## src/rtl/cwg_pkg.sv

```systemverilog
package cwg_pkg;
   localparam int WAIT_W = 5;

   typedef struct packed {
      logic [WAIT_W-1:0] n16;
      logic [WAIT_W-1:0] s16;
      logic [WAIT_W-1:0] n32;
      logic [WAIT_W-1:0] s32;
   } wait_set_t;

   localparam logic [3:0] REGION_XRAM = 4'd2;
   localparam int         PF_BIT      = 14;

   // 2-bit first-access code to wait cycles
   function automatic logic [WAIT_W-1:0] code_to_wait(input logic [1:0] code);
      case (code)
         2'd0:    return WAIT_W'(4);
         2'd1:    return WAIT_W'(3);
         2'd2:    return WAIT_W'(2);
         default: return WAIT_W'(8);
      endcase
   endfunction

   // lsb of the first-access field for cartridge window w
   function automatic int win_first_lsb(input int w);
      return (w == 0) ? 2 : ((w == 1) ? 5 : 8);
   endfunction
endpackage

```

## src/rtl/cwg_wait_table.sv

```systemverilog
module cwg_wait_table
   import cwg_pkg::*;
#(
   parameter int CFG_W   = 16,
   parameter int N_WIN   = 3
) (
   input  logic             clk,
   input  logic             rst_n,
   input  logic             cfg_we,
   input  logic [CFG_W-1:0] cfg_wdata,
   input  logic [3:0]       region,
   input  logic             fetch,
   output wait_set_t        waits,
   output logic             pf_hit
);
   localparam int WIN_BASE = 4; // region[3:1] of window 0

   initial begin : param_chk
      assert (CFG_W >= 16 && N_WIN == 3) else $error("cwg_wait_table: bad parameters");
   end

   logic [CFG_W-1:0] cfg_q;
   wait_set_t        win_set [N_WIN];
   wait_set_t        sram_set;
   logic [N_WIN-1:0] win_hit;

   always_ff @(posedge clk) begin
      if (!rst_n)      cfg_q <= '0;
      else if (cfg_we) cfg_q <= cfg_wdata;
   end

   for (genvar w = 0; w < N_WIN; w++) begin : g_win
      localparam int FL = win_first_lsb(w);
      logic [WAIT_W-1:0] n16, s16;
      always_comb begin
         n16 = code_to_wait(cfg_q[FL +: 2]);
         s16 = cfg_q[FL+2] ? WAIT_W'(1) : WAIT_W'(2 << w);
         win_set[w].n16 = n16;
         win_set[w].s16 = s16;
         win_set[w].n32 = n16 + s16 + WAIT_W'(1);
         win_set[w].s32 = {s16[WAIT_W-2:0], 1'b1};
      end
      assign win_hit[w] = (region[3:1] == 3'(WIN_BASE + w));
   end

   always_comb begin
      logic [WAIT_W-1:0] sw;
      sw = code_to_wait(cfg_q[1:0]);
      sram_set.n16 = sw;
      sram_set.s16 = sw;
      sram_set.n32 = {sw[WAIT_W-2:0], 1'b1};
      sram_set.s32 = {sw[WAIT_W-2:0], 1'b1};
   end

   assign pf_hit = cfg_q[PF_BIT] && fetch && (|win_hit);

   always_comb begin
      waits = '0;
      for (int w = 0; w < N_WIN; w++)
         if (win_hit[w]) waits = win_set[w];
      if (region[3:1] == 3'b111)
         waits = sram_set;
      if (region == REGION_XRAM) begin
         waits.n16 = WAIT_W'(2);
         waits.s16 = WAIT_W'(2);
         waits.n32 = WAIT_W'(5);
         waits.s32 = WAIT_W'(5);
      end
      if (pf_hit) waits = '0;
   end


   cfg_hold_chk: assert property (@(posedge clk) disable iff (!rst_n)
      !cfg_we |=> $stable(cfg_q));
endmodule

```

## src/rtl/cwg_cost_calc.sv

```systemverilog
module cwg_cost_calc
   import cwg_pkg::*;
#(
   parameter int BURST_W = 8,
   parameter int CNT_W   = 16
) (
   input  wait_set_t          waits,
   input  logic               wide,
   input  logic               seq,
   input  logic               write,
   input  logic [BURST_W-1:0] burst,
   output logic [CNT_W-1:0]   cost
);
   localparam int MAX_COST = 18 * (2 ** BURST_W);
   localparam logic [CNT_W-1:0] C_ONE = CNT_W'(1);
   localparam logic [CNT_W-1:0] C_TWO = CNT_W'(2);

   initial begin : width_chk
      assert ($clog2(MAX_COST + 1) <= CNT_W) else $error("cwg_cost_calc: CNT_W too narrow");
   end

   logic [WAIT_W-1:0] wsel;
   logic [CNT_W-1:0]  single_c, first_c, each_c, rest_c;
   logic              is_burst;

   always_comb begin
      if (wide) wsel = seq ? waits.s32 : waits.n32;
      else      wsel = seq ? waits.s16 : waits.n16;
      single_c = (write ? C_ONE : C_TWO) + CNT_W'(wsel);
      first_c  = C_ONE + CNT_W'(waits.n32);
      each_c   = C_ONE + CNT_W'(waits.s32);
      rest_c   = CNT_W'(burst - 1'b1) * each_c;
      is_burst = (burst > BURST_W'(1));
      cost     = is_burst ? (first_c + rest_c) : single_c;
   end
endmodule

```

## src/rtl/cwg_handshake.sv

```systemverilog
module cwg_handshake #(
   parameter int CNT_W = 16
) (
   input  logic             clk,
   input  logic             rst_n,
   input  logic             req_valid,
   input  logic [CNT_W-1:0] cost,
   output logic             ready,
   output logic             done
);
   logic             busy;
   logic [CNT_W-1:0] cnt;

   assign ready = !busy;

   always_ff @(posedge clk) begin
      if (!rst_n) begin
         busy <= 1'b0;
         cnt  <= '0;
         done <= 1'b0;
      end else begin
         done <= 1'b0;
         if (!busy) begin
            if (req_valid) begin
               busy <= 1'b1;
               cnt  <= cost - CNT_W'(1);
            end
         end else if (cnt == '0) begin
            busy <= 1'b0;
            done <= 1'b1;
         end else begin
            cnt <= cnt - CNT_W'(1);
         end
      end
   end


   accept_busy_chk: assert property (@(posedge clk) disable iff (!rst_n)
      (req_valid && ready) |=> !ready);

   done_after_busy_chk: assert property (@(posedge clk) disable iff (!rst_n)
      done |-> ($past(busy) && ready));

   done_pulse_chk: assert property (@(posedge clk) disable iff (!rst_n)
      done |=> !done);

   cost_min_chk: assert property (@(posedge clk) disable iff (!rst_n)
      (req_valid && ready) |-> (cost != '0));
endmodule

```

## src/rtl/cart_wait_gen.sv

```systemverilog
module cart_wait_gen
   import cwg_pkg::*;
#(
   parameter int CFG_W   = 16,
   parameter int BURST_W = 8,
   parameter int CNT_W   = 16
) (
   input  logic               clk,
   input  logic               rst_n,
   input  logic               cfg_we,
   input  logic [CFG_W-1:0]   cfg_wdata,
   input  logic               req_valid,
   input  logic [3:0]         req_region,
   input  logic               req_wide,
   input  logic               req_seq,
   input  logic               req_write,
   input  logic               req_fetch,
   input  logic [BURST_W-1:0] req_burst,
   output logic               ready,
   output logic               done
);
   wait_set_t        waits;
   logic             pf_hit;
   logic [CNT_W-1:0] cost;

   cwg_wait_table #(.CFG_W(CFG_W), .N_WIN(3)) u_tab (
      .clk(clk), .rst_n(rst_n), .cfg_we(cfg_we), .cfg_wdata(cfg_wdata),
      .region(req_region), .fetch(req_fetch), .waits(waits), .pf_hit(pf_hit)
   );

   cwg_cost_calc #(.BURST_W(BURST_W), .CNT_W(CNT_W)) u_cost (
      .waits(waits), .wide(req_wide), .seq(req_seq), .write(req_write),
      .burst(req_burst), .cost(cost)
   );

   cwg_handshake #(.CNT_W(CNT_W)) u_hs (
      .clk(clk), .rst_n(rst_n), .req_valid(req_valid), .cost(cost),
      .ready(ready), .done(done)
   );


   pf_zero_chk: assert property (@(posedge clk) disable iff (!rst_n)
      (pf_hit && req_valid && ready && req_burst <= BURST_W'(1))
         |-> (cost == (req_write ? CNT_W'(1) : CNT_W'(2))));
endmodule

```

## config.mk

```make
export PLATFORM = sky130hd
export DESIGN_NAME = cart_wait_gen
export DESIGN_NICKNAME = d
export VERILOG_FILES = /design/src/rtl/cwg_pkg.sv /design/src/rtl/cwg_wait_table.sv /design/src/rtl/cwg_cost_calc.sv /design/src/rtl/cwg_handshake.sv /design/src/rtl/cart_wait_gen.sv
export SDC_FILE = /design/constraint.sdc
export NUM_CORES = 1
export LEC_CHECK = 0
export BUFFER_PORTS_ARGS = -buffer_cell sky130_fd_sc_hd__buf_2
export CAP_MARGIN = 20
export CORE_MARGIN = 2
export CORE_UTILIZATION = 69
export CTS_CLUSTER_DIAMETER = 80
export DETAILED_ROUTE_END_ITERATION = 8
export PLACE_DENSITY = 0.89
export SYNTH_ARGS = -nofsm -noshare
export SYNTH_HDL_FRONTEND = slang
export SYNTH_HIERARCHICAL = 1
export SYNTH_SLANG_ARGS = --single-unit
```

## constraint.sdc

```tcl
create_clock -name clk -period 12 [get_ports clk]
set_input_delay 2.4 -clock clk [delete_from_list [all_inputs] [get_ports clk]]
set_output_delay 2.4 -clock clk [all_outputs]
set_load 0.1 [all_outputs]
```

## Yosys cells after proc, flatten, opt, wreduce, memory -nomap -nowiden

Cells that the tools add are included.

- Add/subtract/negate cells: 13
- Multiply operators: 1
- Order comparisons: 1
- Equal/unequal tests: 14
- Mux-type cells: 25
- Reductions and logical operators: 12

Operators by type and width:

| cell | count |
|---|---|
| 19-bit 2-to-1 mux | 6 |
| 16-bit 2-to-1 mux | 4 |
| 4-bit case mux with 3 select lines | 4 |
| 16-bit by 1-bit subtractor with 16-bit output, second input constant | 2 |
| 16-bit adder | 1 |
| 16-bit by 5-bit adder with 16-bit output | 1 |
| 16-bit logical NOT | 1 |
| 16-bit by 16-bit multiplier with 16-bit output | 1 |
| 4-bit by 5-bit adder with 5-bit output | 3 |
| 5-bit by 1-bit adder with 5-bit output, second input constant | 3 |
| 5-bit 2-to-1 mux | 3 |
| 1-bit by 5-bit adder with 6-bit output, first input constant | 2 |
| 3-bit == test, second input constant | 4 |
| 8-bit by 1-bit subtractor with 9-bit output, second input constant | 1 |
| 2-bit by 1-bit == test with 1-bit output, second input constant | 4 |
| 2-bit == test, second input constant | 4 |
| 8-bit by 1-bit greater-than comparator with 1-bit output, second input constant | 1 |
| 2-bit logical NOT | 4 |
| 4-bit by 2-bit == test with 1-bit output, second input constant | 1 |
| 1-bit 2-to-1 mux | 4 |
| 2-bit 2-to-1 mux | 2 |
| 4-bit 2-to-1 mux | 1 |
| 2-bit AND reduction | 2 |
| 3-bit 2-to-1 mux | 1 |
| other kinds (5) | 6 |

- Register bits: 33
- Input bits: 36
- Output and inout port bits: 2
- Logic and storage cells: 70

## Depth between registers and ports, before layout

Gate-level depths: netlist (run 1).

- Depth in word-level cells: 17
- Depth in mapped cells: 28
- Mapped depth without buffers: 28

## Cells and area by module

Netlist (run 1), hierarchy kept.

Modules (own cells, without submodules):

| module | instances | cells each | area each (µm²) | sequential area each (µm²) |
|---|---|---|---|---|
| cwg_cost_calc | 1 | 385 | 3061.7 | 0.0 |
| cwg_handshake | 1 | 203 | 1516.5 | 360.3 |
| cwg_wait_table | 1 | 161 | 1370.1 | 240.2 |

## Worst setup path before layout (run 1)

No wires, ideal clock.

- Kind: input -> register
- Start point: input port req_region[2]
- End point: register u_hs.cnt[9]
- Setup time: 0.120 ns
- Arrival: 8.716 ns
- Required time: 11.880 ns
- Slack: 3.164 ns
- Cell stages on the path: 25
- Path buffers: 2
- Cells stage by stage: buf_2 > buf_4 > nor2_1 > nand2_1 > a21oi_1 > nand3_1 > xor2_1 > or2_2 > fa_1 > fa_1 > inv_1 > fa_1 > inv_1 > fa_1 > inv_1 > ha_1 > a21oi_1 > o21ai_0 > xnor2_1 > nor2_1 > or4_1 > a222oi_1 > mux2i_1 > a21boi_1 > o31a_1

RTL lines:

| what | RTL line | source |
|---|---|---|
| start: declaration | cart_wait_gen.sv:13 | `input logic [3:0] req_region,` |
| end signal: assignment | cwg_handshake.sv:26 | `cnt <= cost - CNT_W'(1);` |
| end signal: assignment | cwg_handshake.sv:32 | `cnt <= cnt - CNT_W'(1);` |
| end: declaration | cwg_handshake.sv:12 | `logic [CNT_W-1:0] cnt;` |

==> results of run 1 <==
flip-flops by register name, indices dropped and copies added (netlist names):
| name | cells |
|---|---|
| u_tab/cfg_q | 12 |
| u_hs/busy | 1 |
| u_hs/done | 1 |
| u_hs/cnt | 16 |
layout make-up:
cell class	instances	area, sq um
multi-input combinational	561	4700
fill	630	2100
sequential	30	601
inverter	131	492
timing repair buffer	35	180
tap	105	131
clock buffer	6	82.6
clock inverter	2	12.5
layer usage:
metal / track usage [%] / up-vias / wire length, microns
met1: 38.0 / 2592 / 5560
li1: - / 2581 / -
met3: 3.11 / 36 / 933
met4: 10.7 / 0 / 342
met2: 56.6 / 251 / 7260
met5: 0 / - / 0
through the flow:
stage	cells	instance area, sq um
final	870	6200
after CTS	870	6200
after global placement	862	6110
after floorplan	750	5950
after global routing	870	6200
after detailed placement	862	6110
power breakdown:
group / internal, mW / switching, mW / total, mW
Combinational: 0.183 / 0.287 / 0.470
Clock: 0.0461 / 0.0414 / 0.0875
Sequential: 0.117 / 0.0261 / 0.143
cells by family (layout without fill, tap and decap cells):
kind of cell,after synthesis,after routing,synth area share [%]
multiplexers,32,32,6.54
AND/OR/NAND/NOR,236,236,20.6
AO/OA/AOI/OAI,141,141,16.7
flip-flops,30,30,10.1
buffers and inverters,159,174,10.9
adder cells (fa/ha/maj),114,114,29.8
other,1,2,0.0630
XOR/XNOR,36,36,5.30
path summary, 6_finish.rpt:
check                       start      endpoint  depth (start not counted)
setup / recovery    req_region[1]  u_hs/cnt[15]                         26
hold / removal        u_hs/cnt[0]   u_hs/cnt[0]                          2
setup reg to reg  u_tab/cfg_q[14]  u_hs/cnt[15]                         25
hold reg to reg       u_hs/cnt[0]   u_hs/cnt[0]                          2
synthesized netlist by cell type, types with 3 or more instances:
library cell / number / area share [%]
o31ai_1: 6 / 0.76
o311a_1: 3 / 0.50
o211ai_1: 7 / 0.88
nand3_1: 14 / 1.2
o2111ai_1: 3 / 0.44
mux2_1: 4 / 0.76
a311oi_1: 5 / 0.74
clkbuf_1: 11 / 0.69
a21oi_1: 30 / 2.5
ha_1: 68 / 14
and3_1: 8 / 0.84
a31oi_1: 9 / 0.95
nand3b_1: 6 / 0.76
o21a_1: 9 / 1.1
inv_1: 130 / 8.2
nor2_1: 71 / 4.5
nor4_1: 4 / 0.42
xor2_1: 13 / 1.9
dfxtp_1: 30 / 10
nand2_1: 47 / 3.0
o22ai_1: 5 / 0.53
nor3b_1: 5 / 0.63
xnor2_1: 23 / 3.4
or4_1: 5 / 0.63
a21o_1: 9 / 1.1
nor2b_1: 18 / 1.9
o21ai_1: 4 / 0.34
nand4_1: 5 / 0.53
buf_4: 8 / 1.0
nor3_1: 16 / 1.3
fa_1: 46 / 15
a211oi_1: 7 / 0.88
o21ai_0: 19 / 1.6
mux4_2: 5 / 1.9
and2_1: 4 / 0.42
nand2b_1: 10 / 1.1
or3_1: 5 / 0.53
mux2i_1: 22 / 3.7
buf_2: 5 / 0.42
worst max-delay path, cell delays in order:
cell	delay [ns]
buf_2	0.36
nand2b_1	0.19
o21ba_2	0.23
nor2_1	0.66
ha_1	0.35
nand3_1	0.12
xor2_1	0.58
nor2_1	0.12
ha_1	0.30
inv_1	0.05
fa_1	0.53
inv_1	0.06
fa_1	0.54
inv_1	0.06
fa_1	0.54
inv_1	0.04
ha_1	0.34
a21oi_1	0.34
o21ai_0	0.22
xnor2_1	0.17
nor2_1	0.10
or4_1	0.58
a222oi_1	0.84
nand4_1	0.26
nor4_1	0.38
a311oi_1	0.09
==> results.py, run 1 <==
metrics = {
    "placed_design": {
        "hpwl_microns": 11400,
        "place_ws_ns": 1.67,
        "gp_congestion": 0.899,
        "port_buffers": 33,
    },
    "detailed_routing": {
        "viasPerCell": 6.28,
        "dr.pass1.iters": 5,
        "first_iter_violations": 303,
        "drc": 0,
        "drt-wirelength-per-cell_microns": 16.2,
        "vias": 5460,
        "drtAntennaViolNets": 0,
        "totalWireLength_microns": 14100,
    },
    "run": {
        "max_cap_viol_count": 0,
    },
    "setup_path": {
        "critical_path_class": "input pin to flop",
        "cp.arrival_ns": 10.45,
        "worstSetupStartpointType": "input pin",
        "r2r_slack_ns": 3.97,
        "end_kind": "flop",
        "crit_fanout": 24,
        "required_ns": 12.16,
    },
    "cts": {
        "cts_tree": "yes",
        "clockBufferDepth": 2,
        "cts_max_level": 2,
        "clkSlewWorstSetupHoldPaths_ns": 0.07,
        "cts_resized": 0,
        "clkSinkCount": 30,
        "post_cts.repair.setup_buffers": 0,
        "cts_root_buf": "clkbuf_8",
        "postCtsHoldBufs": 0,
        "cts-buffers-inserted": 5,
        "clkLatencyLatePin_ns": 0.28,
    },
    "finish": {
        "drive_above_1_share_pct": 8.63,
        "area_growth_pct": 4.27,
        "final_cell_mix": "130 x inv_1, 71 x nor2_1, 68 x ha_1",
        "antennaDiodeCount": 0,
        "utilization_pct": 74.7,
        "final_nets": 914,
        "final_common_cell": "inv_1",
    },
    "timing": {
        "whs_ns": 0.496,
        "rsz0062_at_grt": "false",
        "worst_pin_slew_ns": 0.975,
        "hold_viol": 0,
        "finClkSkew_ns": 0.00105,
        "setup_viol": 0,
        "fmax_mhz": 97.2,
        "slew_headroom_pct": 35.0,
        "fin_ws_ns": 1.72,
        "fin_setup_tns_ns": 0,
        "fin_crit_ns": 10.28,
        "slew_viol_final": 0,
        "min_period_over_period_pct": 85.7,
    },
    "synth": {
        "async_reset_ff_share_pct": 0,
        "synth_edf_count": 0,
        "synth-warning-count": 6,
        "synth.avg_cell_area_sq_um": 7.94,
        "ys_seq_area_share_pct": 10.1,
        "yosysUniqueCellTypes": 78,
        "synth-main-ff-cell": "dfxtp_1",
        "syn-instance-count": 749,
        "ys_seq_elements": 30,
        "syn-cell-area_sq_um": 5950,
    },
    "floorplanning": {
        "die_w_microns": 96.8,
        "die_h_microns": 96.8,
        "io_pins": 38,
        "dieArea_sq_um": 9380,
        "rows": 33,
        "start_util_pct": 71.7,
        "coreArea_sq_um": 8300,
    },
    "power_and_ir_drop": {
        "report.power.total_uw": 701,
        "power_leakage_nw": 2.92,
        "p_per_area_nw_per_um2": 113,
        "max-vdd-ir-drop_uv": 65.2,
    },
    "run_status": {
        "status": "finished clean",
    },
    "hold_path": {
        "hp-class": "flop to flop",
    },
    "global_route": {
        "grt_pass1_wl_microns": 24600,
        "antenna_found_initial": 0,
        "track_usage_pct": 31.0,
        "grt_pass1_vias": 5508,
        "grt-ovfl-total": 0,
        "grt_max_degree": 48,
    },
}
Note: power is estimated with default switching activity, not from simulation.
==> run 2: changes to the inputs <==
- clock period: 12 -> 12.4 ns (I/O delays scaled with it)
==> results.py, run 2 (same netlist as run 1, synthesis figures left out) <==
metrics = {
    "run_status": {
        "status": "finished clean",
    },
    "timing": {
        "fin_ws_ns": 2.13,
        "min_period_over_period_pct": 82.8,
        "hold_viol": 0,
        "fmax_mhz": 97.4,
        "worst_pin_slew_ns": 0.989,
        "fin_setup_tns_ns": 0,
        "finClkSkew_ns": 0.00725,
        "slew_headroom_pct": 34.0,
        "fin_crit_ns": 10.27,
        "setup_viol": 0,
        "slew_viol_final": 0,
        "rsz0062_at_grt": "false",
    },
    "finish": {
        "largest_register_ff_count": 16,
        "top_regs": "u_hs/cnt (16), u_tab/cfg_q (12)",
        "final_nets": 914,
        "final_cell_mix": "130 x inv_1, 71 x nor2_1, 68 x ha_1",
        "area_growth_pct": 4.27,
        "utilization_pct": 74.7,
        "regMostFlops": "u_hs/cnt",
        "n_fill_cell": 649,
        "final_common_cell": "inv_1",
        "drive_above_1_share_pct": 8.63,
        "antennaDiodeCount": 0,
    },
    "detailed_routing": {
        "dr.pass1.iters": 5,
        "drt-wirelength-per-cell_microns": 16.0,
        "viasPerCell": 6.23,
        "drc": 0,
        "drtAntennaViolNets": 0,
        "vias": 5424,
        "first_iter_violations": 413,
        "totalWireLength_microns": 13900,
    },
    "floorplanning": {
        "coreArea_sq_um": 8300,
        "die_h_microns": 96.8,
        "rows": 33,
        "start_util_pct": 71.7,
        "io_pins": 38,
        "dieArea_sq_um": 9380,
        "die_w_microns": 96.8,
    },
    "cts": {
        "cts_tree": "yes",
        "clkSinkCount": 30,
        "clockBufferDepth": 2,
        "cts_resized": 0,
        "post_cts.repair.setup_buffers": 0,
        "cts_max_level": 2,
        "postCtsHoldBufs": 0,
        "cts-buffers-inserted": 5,
        "cts_root_buf": "clkbuf_8",
        "clkLatencyLatePin_ns": 0.29,
        "clkSlewWorstSetupHoldPaths_ns": 0.07,
    },
    "global_route": {
        "grt_max_degree": 48,
        "grt-ovfl-total": 0,
        "grt_pass1_vias": 5365,
        "antenna_found_initial": 0,
        "grt_pass1_wl_microns": 23800,
        "track_usage_pct": 30.0,
    },
    "placed_design": {
        "place_ws_ns": 2.02,
        "port_buffers": 33,
        "gp_congestion": 0.897,
        "hpwl_microns": 11300,
    },
    "setup_path": {
        "cp.buffers_inverters": 5,
        "cp.arrival_ns": 10.44,
        "critPathMostFrequentCell": "inv_1",
        "crit_fanout": 24,
        "regToRegEndpoint": "u_hs/cnt[15]",
        "r2r-start": "u_tab/cfg_q[14]",
        "r2r_slack_ns": 4.43,
        "critPathTopFamily": "adder cells",
        "required_ns": 12.58,
        "worstSetupStartpointType": "input pin",
        "rr_worst_depth": 25,
        "critical_path_class": "input pin to flop",
        "slowest_delay_ns": 0.84,
        "end_kind": "flop",
        "cp_slowest_cell": "a222oi_1",
    },
    "hold_path": {
        "hp-class": "flop to flop",
        "hold_end": "u_hs/cnt[0]",
        "min_path_cells": 2,
        "holdCritStartpoint": "u_hs/cnt[0]",
    },
    "power_and_ir_drop": {
        "max-vdd-ir-drop_uv": 54.1,
        "report.power.total_uw": 679,
        "power_leakage_nw": 2.92,
        "p_per_area_nw_per_um2": 109,
    },
    "run": {
        "max_cap_viol_count": 0,
    },
}
==> run 2: area by class of cell <==
type | instances | area [sq um] | share of cell area, %
clock buffer | 6 | 82.6 | 1.33
clock inverter | 2 | 12.5 | 0.202
inverter | 131 | 492 | 7.93
multi-input combinational | 561 | 4700 | 75.8
sequential | 30 | 601 | 9.68
tap | 105 | 131 | 2.12
timing repair buffer | 35 | 180 | 2.90
==> run 2: per-stage QoR <==
stage	std cells	hold slack [ns]	instance area, sq um
after floorplan	750	0.450	5950
after global placement	862	0.464	6110
after detailed placement	862	0.484	6110
after CTS	870	0.491	6200
after global routing	870	0.517	6200
final	870	0.495	6200
==> run 2: how the worst max path moves through the flow <==
stage / start / to / depth (start not counted)
final: req_region[1] / u_hs/cnt[15] / 26
after global routing: req_region[1] / u_hs/cnt[15] / 26
after CTS: req_region[1] / u_hs/cnt[9] / 26
after detailed placement: req_region[1] / u_hs/cnt[9] / 26
after global placement: req_region[1] / u_hs/cnt[9] / 26
after floorplan: req_region[2] / u_hs/cnt[9] / 25
==> run 2: worst register-to-register path, stage by stage (launching register included) <==
cell and delay, ns:
dfxtp_1 0.32, nand2_1 0.20, nor3b_2 0.12, nor2_1 0.68
ha_1 0.35, nand3_1 0.11, xor2_1 0.60, nor2_1 0.12
ha_1 0.30, inv_1 0.05, fa_1 0.52, inv_1 0.05
fa_1 0.53, inv_1 0.06, fa_1 0.53, inv_1 0.04
ha_1 0.34, a21oi_1 0.33, o21ai_0 0.22, xnor2_1 0.18
nor2_1 0.09, or4_1 0.56, a222oi_1 0.84, nand4_1 0.28
nor4_1 0.37, a311oi_1 0.08
==> run 2: power breakdown <==
| part | internal (mW) | switching, mW | leakage (nW) | total, mW |
|---|---|---|---|---|
| Combinational | 0.176 | 0.278 | 2.63 | 0.454 |
| Sequential | 0.114 | 0.0252 | 0.247 | 0.139 |
| Clock | 0.0446 | 0.0412 | 0.0472 | 0.0857 |
| Total | 0.334 | 0.344 | 2.92 | 0.679 |
==> run 2: metal layers <==
| metal | vias to the layer above | GRT usage [%] | part of all wire, % |
|---|---|---|---|
| met3 | 45 | 2.67 | 6.4 |
| met4 | 0 | 10.9 | 3.0 |
| met2 | 220 | 54.6 | 51 |
| met5 | - | 0 | 0 |
| li1 | 2572 | - | - |
| met1 | 2587 | 36.7 | 40 |
==> run 3: changes to the inputs <==
- CORE_UTILIZATION: 69 -> 64
- PLACE_DENSITY: 0.89 -> 0.83
- clock period: 12.4 -> 9.9 ns (I/O delays scaled with it)
==> results.py, run 3 (same netlist as run 1, synthesis figures left out) <==
metrics = {
    "run_status": {
        "status": "finished clean",
    },
    "floorplanning": {
        "die_w_microns": 100,
        "coreArea_sq_um": 9110,
        "io_pins": 38,
        "rows": 35,
        "start_util_pct": 65.3,
        "dieArea_sq_um": 10100,
        "die_h_microns": 100,
    },
    "hold_path": {
        "hp-class": "flop to flop",
    },
    "power_and_ir_drop": {
        "max-vdd-ir-drop_uv": 81.7,
        "report.power.total_uw": 906,
        "power_leakage_nw": 2.96,
        "p_per_area_nw_per_um2": 144,
    },
    "cts": {
        "clockBufferDepth": 2,
        "post_cts.repair.setup_buffers": 0,
        "postCtsHoldBufs": 0,
        "cts_tree": "yes",
        "clkSinkCount": 30,
        "cts_resized": 0,
        "clkSlewWorstSetupHoldPaths_ns": 0.07,
        "clkLatencyLatePin_ns": 0.29,
        "cts_max_level": 2,
        "cts_root_buf": "clkbuf_8",
        "cts-buffers-inserted": 5,
    },
    "finish": {
        "drive_above_1_share_pct": 8.98,
        "final_common_cell": "inv_1",
        "top_regs": "u_hs/cnt (16), u_tab/cfg_q (12)",
        "fin_area_sq_um": 6280,
        "utilization_pct": 68.9,
        "final_cell_mix": "130 x inv_1, 71 x nor2_1, 68 x ha_1",
        "area_growth_pct": 5.57,
        "largest_register_ff_count": 16,
        "antennaDiodeCount": 0,
        "post_layout_nonfiller_instances": 879,
        "regMostFlops": "u_hs/cnt",
        "final_nets": 917,
    },
    "setup_path": {
        "cp_slowest_cell": "nor2_1",
        "required_ns": 10.08,
        "critical_path_class": "input pin to flop",
        "worstSetupStartpointType": "input pin",
        "crit_fanout": 25,
        "cp.arrival_ns": 9.34,
        "critPathMostFrequentCell": "inv_1",
        "end_kind": "flop",
        "slowest_delay_ns": 0.67,
    },
    "detailed_routing": {
        "viasPerCell": 6.13,
        "dr.pass1.iters": 5,
        "first_iter_violations": 357,
        "totalWireLength_microns": 14200,
        "drt-wirelength-per-cell_microns": 16.1,
        "drc": 0,
        "vias": 5384,
        "drtAntennaViolNets": 0,
    },
    "placed_design": {
        "place_inst": 871,
        "port_buffers": 33,
        "hpwl_microns": 11400,
        "place_ws_ns": 0.550,
        "placed_cell_area_sq_um": 6140,
        "gp_congestion": 0.916,
    },
    "timing": {
        "fmax_mhz": 109,
        "whs_ns": 0.501,
        "worst_pin_slew_ns": 0.950,
        "slew_headroom_pct": 36.7,
        "setup_viol": 0,
        "fin_setup_tns_ns": 0,
        "slew_viol_final": 0,
        "min_period_over_period_pct": 92.5,
        "fin_ws_ns": 0.742,
        "finClkSkew_ns": 0.00879,
        "fin_crit_ns": 9.16,
        "rsz0062_at_grt": "false",
        "hold_viol": 0,
    },
    "global_route": {
        "grt-ovfl-total": 0,
        "grt_pass1_wl_microns": 24000,
        "antenna_found_initial": 0,
        "grt_max_degree": 48,
        "track_usage_pct": 29.1,
        "grt_pass1_vias": 5352,
    },
    "run": {
        "max_cap_viol_count": 0,
    },
}
[run 3: final timing paths]
check	cells past startpoint	to	from	slack [ns]
setup / recovery	27	u_hs/cnt[9]	req_region[2]	0.74
hold / removal	2	u_hs/cnt[10]	u_hs/cnt[10]	0.50
setup reg to reg	26	u_hs/cnt[9]	u_tab/cfg_q[0]	2.42
hold reg to reg	2	u_hs/cnt[10]	u_hs/cnt[10]	0.50
[run 3: routing by layer]
layer	up-vias	share of wire (%)	GRT usage, %
met5	-	0	0
met4	0	2.4	8.75
met3	30	5.5	2.58
met2	201	50	53.3
met1	2573	42	36.3
li1	2580	-	-
[run 3: report_power, final]
group | total (mW) | internal (mW) | switching (mW) | leakage, nW
registers | 0.173 | 0.142 | 0.0311 | 0.247
clock network | 0.157 | 0.107 | 0.0496 | 0.0714
logic | 0.576 | 0.223 | 0.353 | 2.64
[run 3: worst max-delay path: cells and delay by family]
family,cells,cell delay (ns)
buffers and inverters,6,0.74
muxes,1,0.19
adders and majority gates,6,2.55
AOI/OAI and AO/OA,5,1.23
xor gates and xnor gates,2,0.76
and+or+nand+nor,7,1.88
[run 3: area by class of cell]
class | count | area (sq um)
clock buffers | 6 | 82.6
clock inverters | 2 | 60.1
multi-input cells | 561 | 4700
well taps | 111 | 139
flip-flops and latches | 30 | 601
fillers | 736 | 2830
inverters | 131 | 492
repair buffers | 38 | 203
